--- config.mk ---
export PLATFORM = sky130hd
export DESIGN_NAME = dls_shared_buf
export DESIGN_NICKNAME = d
export VERILOG_FILES = /design/src/rtl/dls_pkg.sv /design/src/rtl/dls_rr_arb.sv /design/src/rtl/dls_store.sv /design/src/rtl/dls_link_mgr.sv /design/src/rtl/dls_shared_buf.sv
export SDC_FILE = /design/constraint.sdc
export NUM_CORES = 1
export LEC_CHECK = 0
export BUFFER_PORTS_ARGS = -buffer_cell sky130_fd_sc_hd__buf_2
export CORE_MARGIN = 1
export CORE_UTILIZATION = 54
export DETAILED_ROUTE_END_ITERATION = 10
export GPL_TIMING_DRIVEN = 1
export HOLD_SLACK_MARGIN = 0.08
export PLACE_DENSITY = 0.73
export SYNTH_ARGS = -nofsm -noshare
export SYNTH_HDL_FRONTEND = slang
export SYNTH_SLANG_ARGS = --single-unit
--- constraint.sdc ---
create_clock -name clk -period 9.8 [get_ports clk]
set_input_delay 0.49 -clock clk [delete_from_list [all_inputs] [get_ports clk]]
set_output_delay 0.49 -clock clk [all_outputs]
set_load 0.05 [all_outputs]
--- src/rtl/dls_pkg.sv ---
package dls_pkg;

  typedef enum logic [1:0] {
    ACC_IDLE  = 2'd0,
    ACC_WRITE = 2'd1,
    ACC_READ  = 2'd2
  } acc_e;

endpackage

--- src/rtl/dls_rr_arb.sv ---
module dls_rr_arb #(
  parameter int N = 4
) (
  input  logic         clk,
  input  logic         rst,
  input  logic [N-1:0] req,
  input  logic         adv,
  output logic [N-1:0] gnt
);
  localparam int PW = (N > 1) ? $clog2(N) : 1;

  logic [PW-1:0] ptr;
  logic [PW-1:0] gidx;
  logic          hit;

  always_comb begin
    gnt  = '0;
    gidx = '0;
    hit  = 1'b0;
    for (int i = 0; i < N; i++) begin
      if (!hit && req[(int'(ptr) + i) % N]) begin
        gnt[(int'(ptr) + i) % N] = 1'b1;
        gidx = PW'((int'(ptr) + i) % N);
        hit  = 1'b1;
      end
    end
  end

  always_ff @(posedge clk) begin
    if (rst) begin
      ptr <= '0;
    end else if (adv && hit) begin
      ptr <= (int'(gidx) == N - 1) ? '0 : gidx + 1'b1;
    end
  end

  // a grant goes to one requester at most, and only to one that asks
  assert_grant_valid_R7: assert property (@(posedge clk) disable iff (rst)
    $onehot0(gnt) && ((gnt & ~req) == '0));

endmodule

--- src/rtl/dls_store.sv ---
module dls_store #(
  parameter int DEPTH = 16,
  parameter int DW    = 32,
  localparam int AW   = (DEPTH > 1) ? $clog2(DEPTH) : 1
) (
  input  logic          clk,
  input  logic          rst,
  input  logic          we,
  input  logic          re,
  input  logic [AW-1:0] addr,
  input  logic [DW-1:0] wdata,
  output logic [DW-1:0] rdata
);
  logic [DW-1:0] mem [DEPTH];

  always_ff @(posedge clk) begin
    if (we) begin
      mem[addr] <= wdata;
    end
    if (re) begin
      rdata <= mem[addr];
    end
  end

  // the single port never carries a read and a write together
  assert_single_port_R5: assert property (@(posedge clk) disable iff (rst)
    !(we && re));

endmodule

--- src/rtl/dls_link_mgr.sv ---
module dls_link_mgr #(
  parameter int NCH   = 4,
  parameter int DEPTH = 16,
  localparam int AW   = (DEPTH > 1) ? $clog2(DEPTH) : 1,
  localparam int CW   = $clog2(DEPTH + 1),
  localparam int CHW  = (NCH > 1) ? $clog2(NCH) : 1
) (
  input  logic           clk,
  input  logic           rst,
  input  logic           wr_en,
  input  logic [CHW-1:0] wr_ch,
  input  logic           rd_en,
  input  logic [CHW-1:0] rd_ch,
  output logic [AW-1:0]  wr_addr,
  output logic [AW-1:0]  rd_addr,
  output logic [NCH-1:0] occ_nz,
  output logic           full
);
  logic [AW-1:0] nxt  [DEPTH];
  logic [AW-1:0] head [NCH];
  logic [AW-1:0] tail [NCH];
  logic [CW-1:0] cnt  [NCH];
  logic [AW-1:0] free_head;
  logic [AW-1:0] free_tail;
  logic [CW-1:0] free_cnt;
  int            occ_total;

  assign wr_addr = free_head;
  assign rd_addr = head[rd_ch];
  assign full    = (free_cnt == '0);

  generate
    for (genvar g = 0; g < NCH; g++) begin : g_nz
      assign occ_nz[g] = (cnt[g] != '0);
    end
  endgenerate

  always_ff @(posedge clk) begin
    if (rst) begin
      for (int i = 0; i < DEPTH; i++) begin
        nxt[i] <= AW'((i + 1) % DEPTH);
      end
      for (int c = 0; c < NCH; c++) begin
        head[c] <= '0;
        tail[c] <= '0;
        cnt[c]  <= '0;
      end
      free_head <= '0;
      free_tail <= AW'(DEPTH - 1);
      free_cnt  <= CW'(DEPTH);
    end else if (wr_en) begin
      free_head <= nxt[free_head];
      free_cnt  <= free_cnt - 1'b1;
      if (cnt[wr_ch] == '0) begin
        head[wr_ch] <= free_head;
      end else begin
        nxt[tail[wr_ch]] <= free_head;
      end
      tail[wr_ch] <= free_head;
      cnt[wr_ch]  <= cnt[wr_ch] + 1'b1;
    end else if (rd_en) begin
      head[rd_ch] <= nxt[head[rd_ch]];
      cnt[rd_ch]  <= cnt[rd_ch] - 1'b1;
      if (free_cnt == '0) begin
        free_head <= head[rd_ch];
      end else begin
        nxt[free_tail] <= head[rd_ch];
      end
      free_tail <= head[rd_ch];
      free_cnt  <= free_cnt + 1'b1;
    end
  end

  always_comb begin
    occ_total = int'(free_cnt);
    for (int c = 0; c < NCH; c++) begin
      occ_total = occ_total + int'(cnt[c]);
    end
  end

  // no word is taken from an empty free list
  assert_no_overflow_R6: assert property (@(posedge clk) disable iff (rst)
    wr_en |-> (free_cnt != '0));

  // a drain read only targets an output that has parked words
  assert_no_underflow_R4: assert property (@(posedge clk) disable iff (rst)
    rd_en |-> (cnt[rd_ch] != '0));

  // the per-output counts and the free count always cover the whole store
  assert_words_conserved_R9: assert property (@(posedge clk) disable iff (rst)
    occ_total == DEPTH);

endmodule

--- src/rtl/dls_shared_buf.sv ---
module dls_shared_buf
  import dls_pkg::*;
#(
  parameter int NCH   = 4,
  parameter int DEPTH = 16,
  parameter int DW    = 32
) (
  input  logic              clk,
  input  logic              rst,
  input  logic [NCH-1:0]    in_req,
  input  logic [NCH*DW-1:0] in_data,
  output logic [NCH-1:0]    in_ack,
  input  logic [NCH-1:0]    out_full,
  output logic [NCH-1:0]    out_wr,
  output logic [NCH*DW-1:0] out_data
);
  localparam int AW  = (DEPTH > 1) ? $clog2(DEPTH) : 1;
  localparam int CHW = (NCH > 1) ? $clog2(NCH) : 1;

  logic [NCH-1:0] occ_nz;
  logic           sh_full;
  logic [NCH-1:0] byp;
  logic [NCH-1:0] rd_req;
  logic [NCH-1:0] wr_req;
  logic [NCH-1:0] rd_gnt;
  logic [NCH-1:0] wr_gnt;
  logic           do_rd;
  logic           do_wr;
  logic [CHW-1:0] rd_ch;
  logic [CHW-1:0] wr_ch;
  logic [AW-1:0]  wr_addr;
  logic [AW-1:0]  rd_addr;
  logic [DW-1:0]  wr_word;
  logic [DW-1:0]  st_q;
  acc_e           acc;

  logic [NCH-1:0] byp_q;
  logic [DW-1:0]  byp_data_q [NCH];
  logic           rd_v_q;
  logic [CHW-1:0] rd_ch_q;

  // Path choice per output channel
  assign byp    = in_req & ~occ_nz & ~out_full & {NCH{~rst}};
  assign rd_req = occ_nz & ~out_full & {NCH{~rst}};
  assign wr_req = in_req & ~byp & {NCH{~rst}};

  dls_rr_arb #(.N(NCH)) u_rd_arb (
    .clk (clk),
    .rst (rst),
    .req (rd_req),
    .adv (do_rd),
    .gnt (rd_gnt)
  );

  dls_rr_arb #(.N(NCH)) u_wr_arb (
    .clk (clk),
    .rst (rst),
    .req (wr_req),
    .adv (do_wr),
    .gnt (wr_gnt)
  );

  // Read wins the single port; a write also needs a free word
  assign do_rd = (|rd_gnt);
  assign do_wr = (|wr_gnt) && !do_rd && !sh_full;

  always_comb begin
    if (do_rd) begin
      acc = ACC_READ;
    end else if (do_wr) begin
      acc = ACC_WRITE;
    end else begin
      acc = ACC_IDLE;
    end
  end

  always_comb begin
    rd_ch = '0;
    wr_ch = '0;
    for (int i = 0; i < NCH; i++) begin
      if (rd_gnt[i]) rd_ch = CHW'(i);
      if (wr_gnt[i]) wr_ch = CHW'(i);
    end
  end

  assign wr_word = in_data[int'(wr_ch)*DW +: DW];
  assign in_ack  = byp | (wr_gnt & {NCH{do_wr}});

  dls_link_mgr #(.NCH(NCH), .DEPTH(DEPTH)) u_links (
    .clk     (clk),
    .rst     (rst),
    .wr_en   (acc == ACC_WRITE),
    .wr_ch   (wr_ch),
    .rd_en   (acc == ACC_READ),
    .rd_ch   (rd_ch),
    .wr_addr (wr_addr),
    .rd_addr (rd_addr),
    .occ_nz  (occ_nz),
    .full    (sh_full)
  );

  dls_store #(.DEPTH(DEPTH), .DW(DW)) u_store (
    .clk   (clk),
    .rst   (rst),
    .we    (acc == ACC_WRITE),
    .re    (acc == ACC_READ),
    .addr  ((acc == ACC_READ) ? rd_addr : wr_addr),
    .wdata (wr_word),
    .rdata (st_q)
  );

  always_ff @(posedge clk) begin
    if (rst) begin
      byp_q   <= '0;
      rd_v_q  <= 1'b0;
      rd_ch_q <= '0;
    end else begin
      byp_q   <= byp;
      rd_v_q  <= do_rd;
      rd_ch_q <= rd_ch;
    end
  end

  generate
    for (genvar g = 0; g < NCH; g++) begin : g_out
      logic drain_hit;

      always_ff @(posedge clk) begin
        if (byp[g]) begin
          byp_data_q[g] <= in_data[g*DW +: DW];
        end
      end

      assign drain_hit         = rd_v_q && (int'(rd_ch_q) == g);
      assign out_wr[g]         = byp_q[g] | drain_hit;
      assign out_data[g*DW +: DW] = drain_hit ? st_q : byp_data_q[g];

      // nothing is written into a shallow buffer that flagged full
      assert_no_wr_on_full_R4: assert property (@(posedge clk) disable iff (rst)
        out_wr[g] |-> !$past(out_full[g]));

      // direct path and drain never target one output in the same cycle
      assert_one_source_R1: assert property (@(posedge clk) disable iff (rst)
        !(byp_q[g] && drain_hit));
    end
  endgenerate

  // at most one flit per cycle enters the shared store
  assert_one_shared_write_R5: assert property (@(posedge clk) disable iff (rst)
    $countones(in_ack & ~byp) <= 1);

  // nothing accepted while reset is held
  assert_quiet_in_reset_R8: assert property (@(posedge clk)
    rst |-> (in_ack == '0));

endmodule

==> Word level (Yosys, flattened, before mapping) <==
Memories as Yosys holds them, arrays and structs flattened. A register that Yosys moved wholly into a read port is not among the register bits.
Cells that the tools add are included.
{ "totals": {"ramBits": 756, "mem_count": 6, "out_inout_bits": 136, "in_bits": 138, "wordCells": 272, "reg_bits": 24} }
{ "mem_list": {"columns": ["memory", "depth", "width", "rd", "rd_clocked_by_memory_dff", "write_ports", "line_no", "source"], "rows": [
  ["u_store.mem", 16, 32, 1, 1, 1, "dls_store.sv:14", "logic [DW-1:0] mem [DEPTH];"],
  ["byp_data_q", 4, 32, 4, 0, 4, "dls_shared_buf.sv:38", "logic [DW-1:0] byp_data_q [NCH];"],
  ["u_links.nxt", 16, 4, 2, 1, 16, "dls_link_mgr.sv:19", "logic [AW-1:0] nxt [DEPTH];"],
  ["u_links.cnt", 4, 5, 6, 0, 4, "dls_link_mgr.sv:22", "logic [CW-1:0] cnt [NCH];"],
  ["u_links.head", 4, 4, 1, 0, 4, "dls_link_mgr.sv:20", "logic [AW-1:0] head [NCH];"],
  ["u_links.tail", 4, 4, 1, 0, 4, "dls_link_mgr.sv:21", "logic [AW-1:0] tail [NCH];"]
]} }
{ "op_classes": {"bitwise_logic": 30, "shifts": 1, "order_cmp": 16, "n_addsub": 12, "eq_ne": 7, "muxes": 136, "reduce_logical": 56} }
{ "ops": {"columns": ["op", "count"], "rows": [
  ["two-way mux 32 bit", 4],
  ["variable part select 128 x 8 -> 32 bit", 1],
  ["two-way mux 4 bit", 21],
  ["two-way mux 1 bit", 71],
  ["two-way mux 2 bit", 20],
  ["bitwise AND 4 bit", 8],
  ["bitwise OR 4 bit", 7],
  ["OR reduction 4 bit", 7],
  ["less-than comparator 3 x 4 -> 1 bit, second input constant", 6],
  ["logical AND 1 bit", 22],
  ["two-way mux 5 bit", 4],
  ["nonzero test 5 bit", 4],
  ["greater-or-equal comparator 3 x 1 -> 1 bit, second input constant", 6],
  ["binary-select mux 1 bit (select 2 bit)", 8],
  ["demux 1 bit (select 2 bit)", 8],
  ["inverter 4 bit", 3],
  ["OR reduction 2 bit", 6],
  ["adder 5 x 1 -> 5 bit, second input constant", 2],
  ["logical NOT 5 bit", 2],
  ["OR reduction 5 bit", 2],
  ["subtractor 5 x 1 -> 5 bit, second input constant", 2],
  ["adder 2 x 1 -> 2 bit, second input constant", 4],
  ["adder 2 bit, second input constant", 4],
  ["equality test 2 x 1 -> 1 bit, second input constant", 4],
  ["other kinds (10)", 32]
]} }

==> Depth between registers and ports, before layout <==
Gate-level depths: netlist of the first run.
An unclocked memory read counts as a cell.
{ "logic_depth": {"ltp_word": 33, "mapped_depth": 22, "mapped_depth_nobuf": 18} }

==> Cells and area by module <==
Synthesis of the first run repeated with hierarchy kept, for this count alone.
{ "hier_totals": {"hier_cells": 2026, "area_unflattened_um2": 35462.8} }
{ "modules_own_cells": {"columns": ["mod", "instances", "cells_per_inst", "area_each_um2", "seq_area_each_um2"], "rows": [
  ["dls_store", 1, 840, 20183.1, 16335.7],
  ["dls_link_mgr", 1, 576, 7166.9, 3823.7],
  ["dls_shared_buf", 1, 477, 7003.0, 3983.8],
  ["dls_rr_arb at u_rd_arb", 1, 67, 558.0, 40.0],
  ["dls_rr_arb at u_wr_arb", 1, 66, 551.8, 40.0]
]} }

==> Worst setup path after synthesis of the first run <==
OpenSTA, ideal clock, no wires.
{ "synth_timing": {"kind": "reg-to-reg", "from": "register u_rd_arb.ptr[0]", "to": "memory u_store.mem[0][0], enable pin", "required_ps": 9299, "slack_ps": 2664, "setup_time_ps": 501, "path_buffers": 7, "path_stages_with_launch": 19, "arrival_ps": 6634, "synth_period_minus_slack_ps": 7136, "path_cell_list": "dfxtp_1 -> clkbuf_1 -> inv_1 -> ha_1 -> a211oi_2 -> o21ai_0 -> mux2_2 -> and3_1 -> buf_2 -> and4_1 -> buf_6 -> inv_4 -> nand3_2 -> and2_1 -> buf_6 -> buf_6 -> buf_4 -> buf_2 -> nor4_1"} }
{ "synth_between": {"elab_chain_len": 22, "elab_cells_between_ends": 71, "cone_classes": "add/sub: 3; order compare: 8; eq/ne: 2; mux: 34; bitwise: 6; reduce/logical: 17; memory: 1"} }
{ "synth_rtl": {"columns": ["item", "line_no", "source"], "rows": [
  ["start: declaration", "dls_rr_arb.sv:12", "logic [PW-1:0] ptr;"],
  ["start signal: assignment", "dls_rr_arb.sv:33", "ptr <= (int'(gidx) == N - 1) ? '0 : gidx + 1'b1;"],
  ["adder 2 x 1 -> 2 bit", "dls_rr_arb.sv:21, dls_rr_arb.sv:22", null],
  ["OR reduction 2 bit (no source line)", null, null],
  ["bitwise AND 1 bit (no source line)", null, null],
  ["less-than comparator 3 x 4 -> 1 bit (implied by the code) / greater-or-equal comparator 3 x 1 -> 1 bit (equally long branches)", "dls_rr_arb.sv:22", "gnt[(int'(ptr) + i) % N] = 1'b1;"],
  ["logical AND 1 bit (implied by the code)", "dls_rr_arb.sv:22", null],
  ["two-way mux 1 bit (implied by the code)", "dls_rr_arb.sv:22", null],
  ["demux 1 bit (select 2 bit)", null, null],
  ["bitwise OR 4 bit (no source line)", null, null],
  ["[5 not listed]", null, null],
  ["OR reduction 4 bit", "dls_shared_buf.sv:64", "assign do_rd = (|rd_gnt);"],
  ["logical NOT 1 bit", "dls_shared_buf.sv:65", "assign do_wr = (|wr_gnt) && !do_rd && !sh_full;"],
  ["logical AND 1 bit (2 in a row)", "dls_shared_buf.sv:65", null],
  ["two-way mux 1 bit", "dls_shared_buf.sv:70", "end else if (do_wr) begin"],
  ["two-way mux 2 bit", "dls_shared_buf.sv:68", "if (do_rd) begin"],
  ["equality test 2 x 1 -> 1 bit", "dls_shared_buf.sv:105", ".we (acc == ACC_WRITE),"],
  ["two-way mux 1 bit", "dls_store.sv:17", "if (we) begin"],
  ["two-way mux 1 bit (implied by the code)", "dls_store.sv:18", "mem[addr] <= wdata;"],
  ["end: declaration", "dls_store.sv:14", null]
]} }
Every way passes the cells marked *; elsewhere a longest branch is shown, timed or not. The select of a mux whose other input is x is not followed.

==> Worst setup path after layout of the first run <==
{ "layout_timing": {"from": "register u_rd_arb.ptr[0]", "to": "memory u_store.mem[6][10], enable pin"} }
Same word-level chain as after synthesis.

==> metrics.md, run 1 <==
| Metric | Value |
|---|---|
| H-tree depth | 3 |
| Mapped cell area | 36600 um^2 |
| Ys flop type | edfxtp_1 |
| First-pass GRT wire length | roughly 160000 um |
| Fin nets | approximately 3200 |
| WL final | ~100000 um |
| CP startpoint | u_rd_arb.ptr[0] |
| Worst-case reg-to-reg path depth | 13 |
| All-Layer GR Usage | 0.2959 |
| Share of cells above drive strength 1 | 0.2210 |
| Die Ht | roughly 260 um |
| Initial antenna violation count | 2 |
| Ports | between 200 and 300 |
| Reg-to-Reg End | u_store.mem[6][10] |
| DRC Markers | 0 |
| Clk_lat worst skew | approximately 0.65 ns |
| Clock-pin slew on the worst setup and hold paths | roughly 0.060 ns |
| Starting DRT DRC Count | around 3400 |
| Final worst path period share | 0.7304 |
| Post-synth EDFFs | 788 |
| Multi-input combinational cell area | ~12000 um^2 |
| Final Hold Fails | 0 |
| Mapped Avg Cell Area | 13.83 um^2 |
| Seq/Total Area, Yosys | 0.6619 |
| Worst Path Required | between 10 and 15 ns |
| Grt total ovfl | 0 |
| WL/cell | 26.21 um |
| CP Capture Type | register |
| ANT nets after route | 0 |
| Reg2reg setup slack | about 2.6 ns |
| Share of synthesized flip-flops with an asynchronous set or reset | 0 |
| Num rows | 95 |
| Crit path DAT | between 7 and 8 ns |
| Synth Net Count | ~2800 |
| Register area | about 24000 um^2 |
| Fill cells | about 4700 |
| Fin util | 0.6370 |
| Tightest Pin Transition | 1.299 ns |
| Fmax | 139.7 MHz |
| Post-Syn Instances | 2647 |
| Pin count of the biggest net entering global routing | 173 |
| HP Class | in2reg |
| Hold slack | approximately 0.10 ns |
| Rel. slew slack | 0.1322 |
| CTS Buf Count | 82 |
| Setup Fix Bufs, Post-CTS | 0 |
| Crit path time final | slightly above 7 ns |
| Port bufs | 273 |
| Final Setup Violations | 0 |
| Hold bufs inserted after CTS | about 120 |
| CTS tree | built |
| Area grow syn2layout | 16.89% |
| #FFs+latches synth | 816 |
| CP Launch Type | register |
| First-pass DRT Iterations | 8 |
| Via/cell ratio | between 6 and 7 |
| RSZ-0062 raised after global routing | false |
| Cell accounting for the most synthesized area | edfxtp_1 |
| Post-DP HPWL | 65070 um |
| Setup tns final | 0 ns |
| Vias in the first global route | between 20000 and 30000 |
| Die Area | just under 70000 um^2 |
| Initial core utilization | 0.5449 |
| Final std cells w/o fill | just under 4000 |
| Post-synth top cells | 788 x edfxtp_1, 215 x nand2_1, 175 x a21oi_1, 148 x nor2_1, 145 x mux2i_1 |
| Num Clock Sinks | roughly 820 |
| Most frequent cell after synthesis | edfxtp_1 |
| Hold Crit Depth | 1 |
| Reg2reg start | u_rd_arb.ptr[0] |
| Die W | 262.3 um |
| Setup Crit Path Kind | reg2reg |
| Core footprint | roughly 67000 um^2 |
| Yosys warns | 0 |
| Vias | between 20000 and 30000 |
| Critical Path End | u_store.mem[6][10] |
| Synth cell types | 90 |
| Worst Skew | 0.03236 ns |
| Synth top area share | 0.6466 |
| Status | completed |
| CTS Buffer Depth | 3 |
| Maximum Capacitance Violations | 0 |
| Root Buffer | clkbuf_16 |
| GP Congestion | between 0.9 and 1 |
| # resized after CTS | 0 |
| Max Fanout on Critical Path | 32 |
| Slew Limit Fails | 0 |
| Placed cell count | ~3700 |
| Synth top area cells | edfxtp_1 65%, mux2_2 4.1%, mux2i_1 4.0% |
## layer usage
| layer | track usage | wire length, um | vias to the layer above |
|---|---|---|---|
| li1 | - | - | 11153 |
| met1 | 0.4154 | 42360 | 12906 |
| met2 | 0.4651 | 48240 | 1587 |
| met3 | 0.05660 | 9978 | 242 |
| met4 | 0.1027 | 3149 | 0 |
| met5 | 0 | 0 | - |
## state kept, by name, summed over array words and instances (netlist names), named ones only
register and flops:
u_store.rdata 32, u_links.cnt 20, u_links.free_cnt 5, u_store.mem 512, u_wr_arb.ptr 2, u_links.free_tail 4
byp_q 4, u_rd_arb.ptr 2, u_links.nxt 64, u_links.wr_addr 4, u_links.head 16, u_links.tail 16
rd_v_q 1, rd_ch_q 2, byp_data_q 128
## layout by cell type (no fill, tap or decap), drive strengths merged, types with 32 or more instances in the layout
cell type,n
a211oi,61
nand3,92
clkbuf,107
and2,34
buf,343
edfxtp,788
mux2i,145
nor2,148
inv,32
dlygate4sd3,125
nand2,215
and3,71
mux2,134
o21ai,93
a21oi,178
a221oi,77
## stage by stage
stage	worst slack, ns	area [um^2]
2_1_floorplan	2.664	36600
3_3_place_gp	2.832	39010
3_5_place_dp	2.619	39010
4_1_cts	2.765	42760
5_1_grt	2.127	42780
6_report	2.643	42780
## final cells by class
class	instances	share of cell area
Sequential cell	816	0.5662
Multi-Input combinational cell	1625	0.2729
Timing Repair Buffer	468	0.07406
Clock buffer	107	0.05113
Tap cell	873	0.02553
Clock inverter	39	0.007575
Inverter	27	0.002428
Antenna cell	3	0.0001755
## worst min path at each step
stage                         from                  end  slack, ns
4_1_cts                in_data[97]     byp_data_q[3][1]       0.08
3_3_place_gp   u_links.free_cnt[2]  u_links.free_cnt[2]       0.46
6_report               in_data[97]     byp_data_q[3][1]       0.10
3_5_place_dp   u_links.free_cnt[2]  u_links.free_cnt[2]       0.47
2_1_floorplan  u_links.free_cnt[2]  u_links.free_cnt[2]       0.45
5_1_grt                in_data[70]     byp_data_q[2][6]        0.1
## logic make-up (layout without fill, tap and decap cells)
family / Yosys count / in the layout / share of synthesized area
XOR/XNOR: 12 / 12 / 0.002872
AO/OA/AOI/OAI: 611 / 611 / 0.1178
adder cells (fa/ha/maj): 22 / 22 / 0.007726
buffers and inverters: 206 / 641 / 0.02496
other: 0 / 3 / 0
AND/OR/NAND/NOR: 680 / 680 / 0.09097
flip-flops: 816 / 816 / 0.6619
multiplexers: 300 / 300 / 0.09381
## worst max-delay path, stage by stage (launching register included)
cell and delay [ns]:
dfxtp_1 0.68, inv_1 0.25, ha_1 0.46, a211oi_2 0.47, nor2_1 0.15, nand3_1 0.22
and3_1 0.57, and4_1 0.36, buf_4 0.38, nand3_1 0.57, inv_1 0.96, and2_1 0.31
nand2_1 0.26, nor2_4 1.07
Power of run 1 is not shown: default switching activity piles up to over one toggle a cycle in this logic, so the estimate is an artifact.
==> inputs of run 2 (changes only) <==
clock period = 6.7 ns   (was 9.8 ns; I/O delays follow)
==> metrics.md, run 2 (same netlist as run 1, synthesis figures left out) <==
| Metric | Value |
|---|---|
| Clock-pin slew on the worst setup and hold paths | about 0.060 ns |
| CTS tree | built |
| Status | completed |
| First-pass GRT wire length | approximately 160000 um |
| Via/cell ratio | between 6 and 7 |
| Share of cells above drive strength 1 | 0.2324 |
| Placed instance area | 39400 um^2 |
| Vias | between 20000 and 30000 |
| Starting DRT DRC Count | between 3000 and 4000 |
| First-pass DRT Iterations | 7 |
| Worst-case reg-to-reg path depth | 16 |
| Final Cell Area | about 43000 um^2 |
| CTS Buffer Depth | 3 |
| Grt total ovfl | 0 |
| Most common cell after layout, fill and taps aside | edfxtp_1 |
| Root Buffer | clkbuf_16 |
| Crit path time final | roughly 5.9 ns |
| Hold Crit Depth | 3 |
| WL/cell | around 26 um |
| Num Clock Sinks | between 800 and 900 |
| Reg-to-Reg End | u_links.nxt[11][1] |
| Final worst path period share | 0.8797 |
| Fill cells | about 4700 |
| GP Congestion | 0.9686 |
| Die W | 262.3 um |
| Worst Path Required | about 7 ns |
| Rel. slew slack | 0.1769 |
| # resized after CTS | 0 |
| Initial core utilization | 0.5449 |
| Max reg flops | around 510 |
| Crit path DAT | ~6.3 ns |
| Num rows | 95 |
| Die Ht | around 260 um |
| Maximum Capacitance Violations | 0 |
| Fin nets | around 3200 |
| Final Setup Violations | 0 |
| Setup Fix Bufs, Post-CTS | 0 |
| WL final | between 100000 and 150000 um |
| Fmax | 169.7 MHz |
| Reg2reg setup slack | between 0.8 and 0.9 ns |
| Commonest non-fill, non-tap cells in the layout | 788 x edfxtp_1, 273 x buf_2, 213 x nand2_1, 175 x a21oi_1, 145 x mux2i_1 |
| Setup tns final | 0 ns |
| Core footprint | between 60000 and 70000 um^2 |
| Hold Path Origin | in_req[1] |
| Top Registers | u_store.mem: 512 flops, byp_data_q: 128 flops, u_links.nxt: 64 flops |
| Max Fanout on Critical Path | 19 |
| Hold slack | 0.1528 ns |
| Vias in the first global route | 25402 |
| Reg2reg start | u_wr_arb.ptr[1] |
| ANT nets after route | 0 |
| Initial antenna violation count | 6 |
| CP Launch Type | register |
| Final Hold Fails | 0 |
| Slew Limit Fails | 0 |
| All-Layer GR Usage | 0.3015 |
| Area grow syn2layout | 18.57% |
| RSZ-0062 raised after global routing | false |
| Pin count of the biggest net entering global routing | between 100 and 150 |
| DRC Markers | 0 |
| Setup Crit Path Kind | reg2reg |
| Worst Skew | approximately 0.03 ns |
| CTS Buf Count | 82 |
| Ports | between 200 and 300 |
| Fin util | 0.6461 |
| CP Capture Type | register |
| Die Area | 68820 um^2 |
| Port bufs | around 270 |
| Worst hold path endpoint | byp_q[1] |
| H-tree depth | 3 |
| Clk_lat worst skew | approximately 0.65 ns |
| Biggest register | u_store.mem |
| HP Class | in2reg |
| Post-DP HPWL | around 66000 um |
| Tightest Pin Transition | around 1.2 ns |
run 2: changes by cell type in the layout (fill, tap and decap cells not counted), sizes merged:
cell         change
buf             +40
bufinv           +5
clkinvlp         +2
clkbuf           -9
inv              -3
dlygate4sd3      +5
clkinv           +6
run 2: per-layer routing:
layer,vias to the layer above,track usage,part of all wire
met3,219,0.05144,0.099
met2,1550,0.4741,0.47
met5,-,0,0.00012
li1,11243,-,-
met1,12971,0.4288,0.41
met4,2,0.1005,0.027
run 2: critical path: stages, from the launching register on:
cell and delay, ns:
dfxtp_1 0.65, inv_1 0.23, ha_1 0.45, inv_1 0.16, o311ai_0 0.30, a21oi_1 0.42
nor3_2 0.12, o211ai_1 0.44, and2_1 0.64, o211ai_1 0.21, a22oi_1 0.29, ha_1 0.22
o211ai_1 0.19, o31ai_2 0.53, a21oi_2 0.34, nand3b_1 0.28, nand2_1 0.16
run 2: layout make-up:
class | instances | area [um^2] | area share
multi-input cells | 1625 | 11670 | 0.2689
clock inverters | 49 | 559.3 | 0.01289
diodes | 3 | 7.507 | 0.0001730
repair buffers | 513 | 3618 | 0.08339
flip-flops and latches | 816 | 24220 | 0.5582
well taps | 873 | 1092 | 0.02517
clock buffers | 98 | 2122 | 0.04890
inverters | 27 | 103.9 | 0.002393
run 2: how the worst max path moves through the flow:
stage | start | to | slack (ns) | cells past startpoint
finish | u_wr_arb.ptr[1] | u_links.nxt[11][1] | 0.81 | 16
global route | u_wr_arb.ptr[1] | u_links.nxt[4][1] | 0.36 | 16
CTS | u_links.cnt[2][2] | u_links.nxt[11][2] | 0.91 | 14
detailed placement | u_links.cnt[2][2] | u_links.nxt[11][1] | 0.94 | 14
global placement | u_links.cnt[2][2] | u_links.nxt[3][1] | 1.07 | 14
floorplan | u_rd_arb.ptr[0] | u_store.mem[0][0] | -0.44 | 18
run 2: per-stage QoR:
| step | std cells | setup WS [ns] |
|---|---|---|
| 6_report | 4004 | 0.8062 |
| 2_1_floorplan | 2647 | -0.4360 |
| 3_5_place_dp | 3724 | 0.9418 |
| 3_3_place_gp | 3724 | 1.071 |
| 5_1_grt | 4004 | 0.3632 |
| 4_1_cts | 4001 | 0.9131 |
run 2: repair_timing:
action                                  in CTS  in global routing
endpoints found under the setup margin       0                  0
hold buffers                               130                  0
hold endpoints to repair                   130                  0
Power of run 2 is left out for the same reason.
